<file path="src/rtl/fwd_pkg.sv">
package fwd_pkg;
    typedef enum logic [1:0] {
        SEL_RF  = 2'b00,
        SEL_WB  = 2'b01,
        SEL_EXM = 2'b10
    } fwd_sel_e;
endpackage

</file>
<file path="src/rtl/fwd_select.sv">
module fwd_select
    import fwd_pkg::*;
#(
    parameter int AW = 5
) (
    input  logic [AW-1:0] src,
    input  logic [AW-1:0] exm_dst,
    input  logic          exm_wen,
    input  logic [AW-1:0] wb_dst,
    input  logic          wb_wen,
    output fwd_sel_e      sel
);
    logic hit_exm;
    logic hit_wb;

    always_comb begin
        hit_exm = exm_wen && (exm_dst != '0) && (exm_dst == src);
        hit_wb  = wb_wen  && (wb_dst  != '0) && (wb_dst  == src);
        if (hit_exm)
            sel = SEL_EXM;      // youngest producer first
        else if (hit_wb)
            sel = SEL_WB;
        else
            sel = SEL_RF;
    end
endmodule

</file>
<file path="src/rtl/fwd_mux.sv">
module fwd_mux
    import fwd_pkg::*;
#(
    parameter int XLEN = 32
) (
    input  fwd_sel_e        sel,
    input  logic [XLEN-1:0] rf_val,
    input  logic [XLEN-1:0] exm_val,
    input  logic [XLEN-1:0] wb_val,
    output logic [XLEN-1:0] out
);
    always_comb begin
        unique case (sel)
            SEL_EXM: out = exm_val;
            SEL_WB:  out = wb_val;
            SEL_RF:  out = rf_val;
            default: out = rf_val;
        endcase
    end
endmodule

</file>
<file path="src/rtl/wt_regfile.sv">
module wt_regfile #(
    parameter int XLEN  = 32,
    parameter int NREG  = 32,
    parameter int NREAD = 2,
    localparam int AW   = $clog2(NREG)
) (
    input  logic                  clk,
    input  logic                  rst_n,
    input  logic                  wen,
    input  logic [AW-1:0]         waddr,
    input  logic [XLEN-1:0]       wdata,
    input  logic [NREAD-1:0][AW-1:0]   raddr,
    output logic [NREAD-1:0][XLEN-1:0] rdata
);
    logic [XLEN-1:0] regs [NREG];
    logic            wr_live;

    assign wr_live = wen && (waddr != '0);

    always_ff @(posedge clk or negedge rst_n) begin
        if (!rst_n) begin
            for (int i = 0; i < NREG; i++) regs[i] <= '0;
        end else if (wr_live) begin
            regs[waddr] <= wdata;
        end
    end

    for (genvar p = 0; p < NREAD; p++) begin : g_rd
        always_comb begin
            if (raddr[p] == '0)
                rdata[p] = '0;
            else if (wr_live && (raddr[p] == waddr))
                rdata[p] = wdata;       // write-through in the same cycle
            else
                rdata[p] = regs[raddr[p]];
        end

        p_zero_reads_r8: assert property (@(posedge clk) disable iff (!rst_n)
            (raddr[p] == '0) |-> (rdata[p] == '0));
        p_bypass_r9: assert property (@(posedge clk) disable iff (!rst_n)
            (wen && (waddr != '0) && (raddr[p] == waddr)) |-> (rdata[p] == wdata));
        p_write_lands_r8: assert property (@(posedge clk) disable iff (!rst_n)
            (wen && (waddr != '0) && (raddr[p] == waddr))
            |=> ((raddr[p] != $past(waddr)) || wen || (rdata[p] == $past(wdata))));
    end
endmodule

</file>
<file path="src/rtl/fwd_unit.sv">
module fwd_unit
    import fwd_pkg::*;
#(
    parameter int XLEN = 32,
    parameter int NREG = 32,
    localparam int AW  = $clog2(NREG),
    localparam int NOP = 2
) (
    input  logic            clk,
    input  logic            rst_n,
    input  logic [AW-1:0]   ex_src_a,
    input  logic [AW-1:0]   ex_src_b,
    input  logic [XLEN-1:0] ex_rf_a,
    input  logic [XLEN-1:0] ex_rf_b,
    input  logic [AW-1:0]   exm_dst,
    input  logic            exm_wen,
    input  logic [XLEN-1:0] exm_result,
    input  logic [AW-1:0]   wb_dst,
    input  logic            wb_wen,
    input  logic [XLEN-1:0] wb_value,
    input  logic [AW-1:0]   id_raddr_a,
    input  logic [AW-1:0]   id_raddr_b,
    output logic [XLEN-1:0] id_rdata_a,
    output logic [XLEN-1:0] id_rdata_b,
    output logic [1:0]      sel_a,
    output logic [1:0]      sel_b,
    output logic [XLEN-1:0] opnd_a,
    output logic [XLEN-1:0] opnd_b
);
    logic [NOP-1:0][AW-1:0]   src;
    logic [NOP-1:0][XLEN-1:0] rfv;
    logic [NOP-1:0][XLEN-1:0] outv;
    fwd_sel_e                 sel [NOP];
    logic [1:0][AW-1:0]       rd_addr;
    logic [1:0][XLEN-1:0]     rd_data;

    assign src[0] = ex_src_a;
    assign src[1] = ex_src_b;
    assign rfv[0] = ex_rf_a;
    assign rfv[1] = ex_rf_b;

    for (genvar k = 0; k < NOP; k++) begin : g_op
        fwd_select #(.AW(AW)) u_sel (
            .src     (src[k]),
            .exm_dst (exm_dst),
            .exm_wen (exm_wen),
            .wb_dst  (wb_dst),
            .wb_wen  (wb_wen),
            .sel     (sel[k])
        );
        fwd_mux #(.XLEN(XLEN)) u_mux (
            .sel     (sel[k]),
            .rf_val  (rfv[k]),
            .exm_val (exm_result),
            .wb_val  (wb_value),
            .out     (outv[k])
        );
    end

    assign sel_a  = sel[0];
    assign sel_b  = sel[1];
    assign opnd_a = outv[0];
    assign opnd_b = outv[1];

    assign rd_addr[0] = id_raddr_a;
    assign rd_addr[1] = id_raddr_b;

    wt_regfile #(.XLEN(XLEN), .NREG(NREG), .NREAD(2)) u_rf (
        .clk   (clk),
        .rst_n (rst_n),
        .wen   (wb_wen),
        .waddr (wb_dst),
        .wdata (wb_value),
        .raddr (rd_addr),
        .rdata (rd_data)
    );

    assign id_rdata_a = rd_data[0];
    assign id_rdata_b = rd_data[1];

    p_sel_legal_r1: assert property (@(posedge clk) disable iff (!rst_n)
        (sel_a != 2'b11) && (sel_b != 2'b11));
    p_exm_wins_r4: assert property (@(posedge clk) disable iff (!rst_n)
        (exm_wen && (exm_dst != '0) && (exm_dst == ex_src_a)) |-> (opnd_a == exm_result));
    p_no_zero_fwd_r6: assert property (@(posedge clk) disable iff (!rst_n)
        (ex_src_a == '0) |-> (opnd_a == ex_rf_a));
    p_wb_needs_wen_r5: assert property (@(posedge clk) disable iff (!rst_n)
        (sel_b == 2'b01) |-> (wb_wen && (wb_dst == ex_src_b)));
    p_exm_needs_wen_r5: assert property (@(posedge clk) disable iff (!rst_n)
        (sel_b == 2'b10) |-> (exm_wen && (exm_dst == ex_src_b)));
endmodule

</file>
<file path="config.mk">
export PLATFORM = sky130hd
export DESIGN_NAME = fwd_unit
export DESIGN_NICKNAME = d
export VERILOG_FILES = /design/src/rtl/fwd_pkg.sv /design/src/rtl/fwd_select.sv /design/src/rtl/fwd_mux.sv /design/src/rtl/wt_regfile.sv /design/src/rtl/fwd_unit.sv
export SDC_FILE = /design/constraint.sdc
export NUM_CORES = 2
export LEC_CHECK = 0
export BUFFER_PORTS_ARGS = -buffer_cell sky130_fd_sc_hd__buf_4
export CORE_MARGIN = 3
export CORE_UTILIZATION = 50
export DETAILED_ROUTE_END_ITERATION = 7
export PLACE_DENSITY = 0.67
export SKIP_CTS_REPAIR_TIMING = 1
export SLEW_MARGIN = 30
export SYNTH_ARGS = -nofsm -noshare
export SYNTH_HDL_FRONTEND = slang
export SYNTH_SLANG_ARGS = --single-unit
</file>
<file path="constraint.sdc">
create_clock -name clk -period 2.46 [get_ports clk]
set_input_delay 0.246 -clock clk [delete_from_list [all_inputs] [get_ports clk]]
set_output_delay 0.246 -clock clk [all_outputs]
set_load 0.02 [all_outputs]
</file>
==> run metrics <==
outcome finished with violations; violated checks negative setup slack; unrepaired setup endpoints after global routing yes; Routed WL 199 mm; Crit Path Class flop to output port; Crit path required time 2.21 ns; worst clock skew 0 ns; last element of the critical path id_rdata_b[13]; I/O pin total 294; initial antenna violation count 5; Yosys Warn Count 0; most frequent cells in the layout dfrtp_1, mux2_2, buf_4; Max Root-Sink Buffers 3; area grow syn2layout 22.5%; Inserted Clock Buffers 110; Worst Tran Pin Value 0.810 ns; DRT Pass-1 Iters 5; final hold violations 0; max reg flops 1,024; final setup vio count 64; clock-pin slew on the worst setup and hold paths 0.06 ns; crit path DAT 2.80 ns; global-route wire length before repair 288 mm; worst skew pair latency 0.71 ns; NumNets Final 4,702; layout cell share with drive strength beyond 1 0.556; vias in the first global route 41,915; Die ar. 118,000 sq um; biggest regs u_rf.regs (1024); synthesized cell area 56,700 sq um; max cap viols 0; final std cells w/o fill 6,126; Via density 6.77; Slew HR 0.459; H-tree lvl count 3; maximum vdd drop 0.860 mV; GPL Wtd Cong 0.898; Design Area, Final 69,500 sq um; R2R Path End u_rf.regs[71]; largest net degree at the start of global routing 95; Reg2Reg Depth 2; CP Capture Type output port; worst setup path start u_rf.regs[429]; Inst Count DP 5,895; sinks on the clock net 1,024; Hold Crit Class input port to flop; GRT overflow 0; Pleak 30.5 nW; setup slack after layout -0.586 ns; total track usage 0.334; r2r startpoint u_rf.regs[71]; Syn Inst Count 4,128; r2r setup slk 1.55 ns; core area 112,000 sq um; period utilisation layout 1.24; FF+latch count, synth 1,024; Die Y 343 um; worst hold slack 0.0237 ns; Startpoint Class flop; routed via count 41,493; top_reg_cell synth dfrtp_1; Post-synth EDFFs 0; Design Power 52.5 mW; Place WS -0.306 ns; Port Buf Inserts 293; post-synthesis sequential area ratio 0.452; Rows 122; final core occ 0.623; Syn Area/Cell 13.7 sq um; Tmin final 3.05 ns; Power Dens Cells 756 nW/um^2; Die X 343 um; most common cell after layout, fill and taps aside dfrtp_1; Top reg by flops u_rf.regs; DR DRC count 0; Post-synth ARST share 1.00; Routed Antenna Nets 0; critical path peak fanout 3; Setup TNS Final -15.07 ns; placed cell area 63,900 sq um; DR WL/cell 32.4 um; Iter 0 DRT Violations 4,514; Mapped Nets 4,290; Peak Freq 328 MHz; Starting Density 0.508; post-DP HPWL 129 mm; CTS tree done; Synth cell types 62; CTS root buffer clkbuf_16; final-report max-slew violation count 0
==> synthesized netlist by cell type, types with 14 or more instances <==
cell type,count,share of area
nor2_1,62,0.0041
buf_1,34,0.0022
a22oi_1,82,0.011
buf_2,151,0.013
mux2_2,1003,0.20
mux2i_1,361,0.064
o211ai_1,14,0.0019
mux4_2,369,0.15
buf_6,20,0.0040
o22ai_1,72,0.0079
a211oi_1,14,0.0019
o21ai_0,52,0.0046
clkbuf_1,232,0.015
a21oi_1,45,0.0040
dfrtp_1,1024,0.45
xnor2_1,21,0.0032
nand3_1,30,0.0026
nor3_1,54,0.0048
nor2b_1,15,0.0017
nand2b_1,17,0.0019
a221oi_1,75,0.012
a211o_1,27,0.0042
o21ai_1,60,0.0053
buf_4,33,0.0044
nand2_1,115,0.0076
==> power breakdown <==
group / switching [mW] / leakage [nW] / internal [mW]
clock: 7.28 / 1.89 / 10.3
sequential: 2.41 / 13.1 / 20.1
combinational: 5.40 / 15.4 / 7.12
==> area by class of cell <==
cell class                 instances  area (sq um)
tap                             1488          1860
clock inverter                    47           569
antenna                            3          7.51
timing repair buffer             770          7710
multi-input combinational       2630         30400
fill                            8383         42100
clock buffer                     160          3260
inverter                           4          15.0
sequential                      1024         25600
==> per-layer routing <==
layer  global-route usage  up-vias  share of wire
met4                0.152        2          0.048
met1                0.458    22185           0.40
met2                0.513     2095           0.46
met3               0.0730      492          0.090
met5                    0        -       0.000035
li1                     -    16719              -
==> cells by family (layout without fill, tap and decap cells) <==
family,count (synthesis),count (layout),synth area share
buffers and inverters,474,981,0.0395
flip-flops,1024,1024,0.452
XOR/XNOR,30,30,0.00463
AO/OA/AOI/OAI,518,518,0.0643
other,0,3,0
multiplexers,1738,1738,0.410
AND/OR/NAND/NOR,344,344,0.0297
==> worst min path at each step <==
stage          depth (start not counted)    startpoint              to
2_1_floorplan                          0         rst_n    u_rf.regs[0]
3_3_place_gp                           1         rst_n  u_rf.regs[539]
3_5_place_dp                           1         rst_n  u_rf.regs[571]
4_1_cts                                1         rst_n  u_rf.regs[571]
5_1_grt                                2  wb_value[12]  u_rf.regs[140]
6_report                               2  wb_value[12]  u_rf.regs[748]
==> worst max-delay path, stage by stage, from the launching register on <==
cell     delay (ns)
dfrtp_1        0.42
mux4_2         0.51
mux4_2         0.52
nor2b_4        0.15
a211o_1        0.32
buf_6          0.17
No activity file was read; power rests on OpenSTA's default activity.
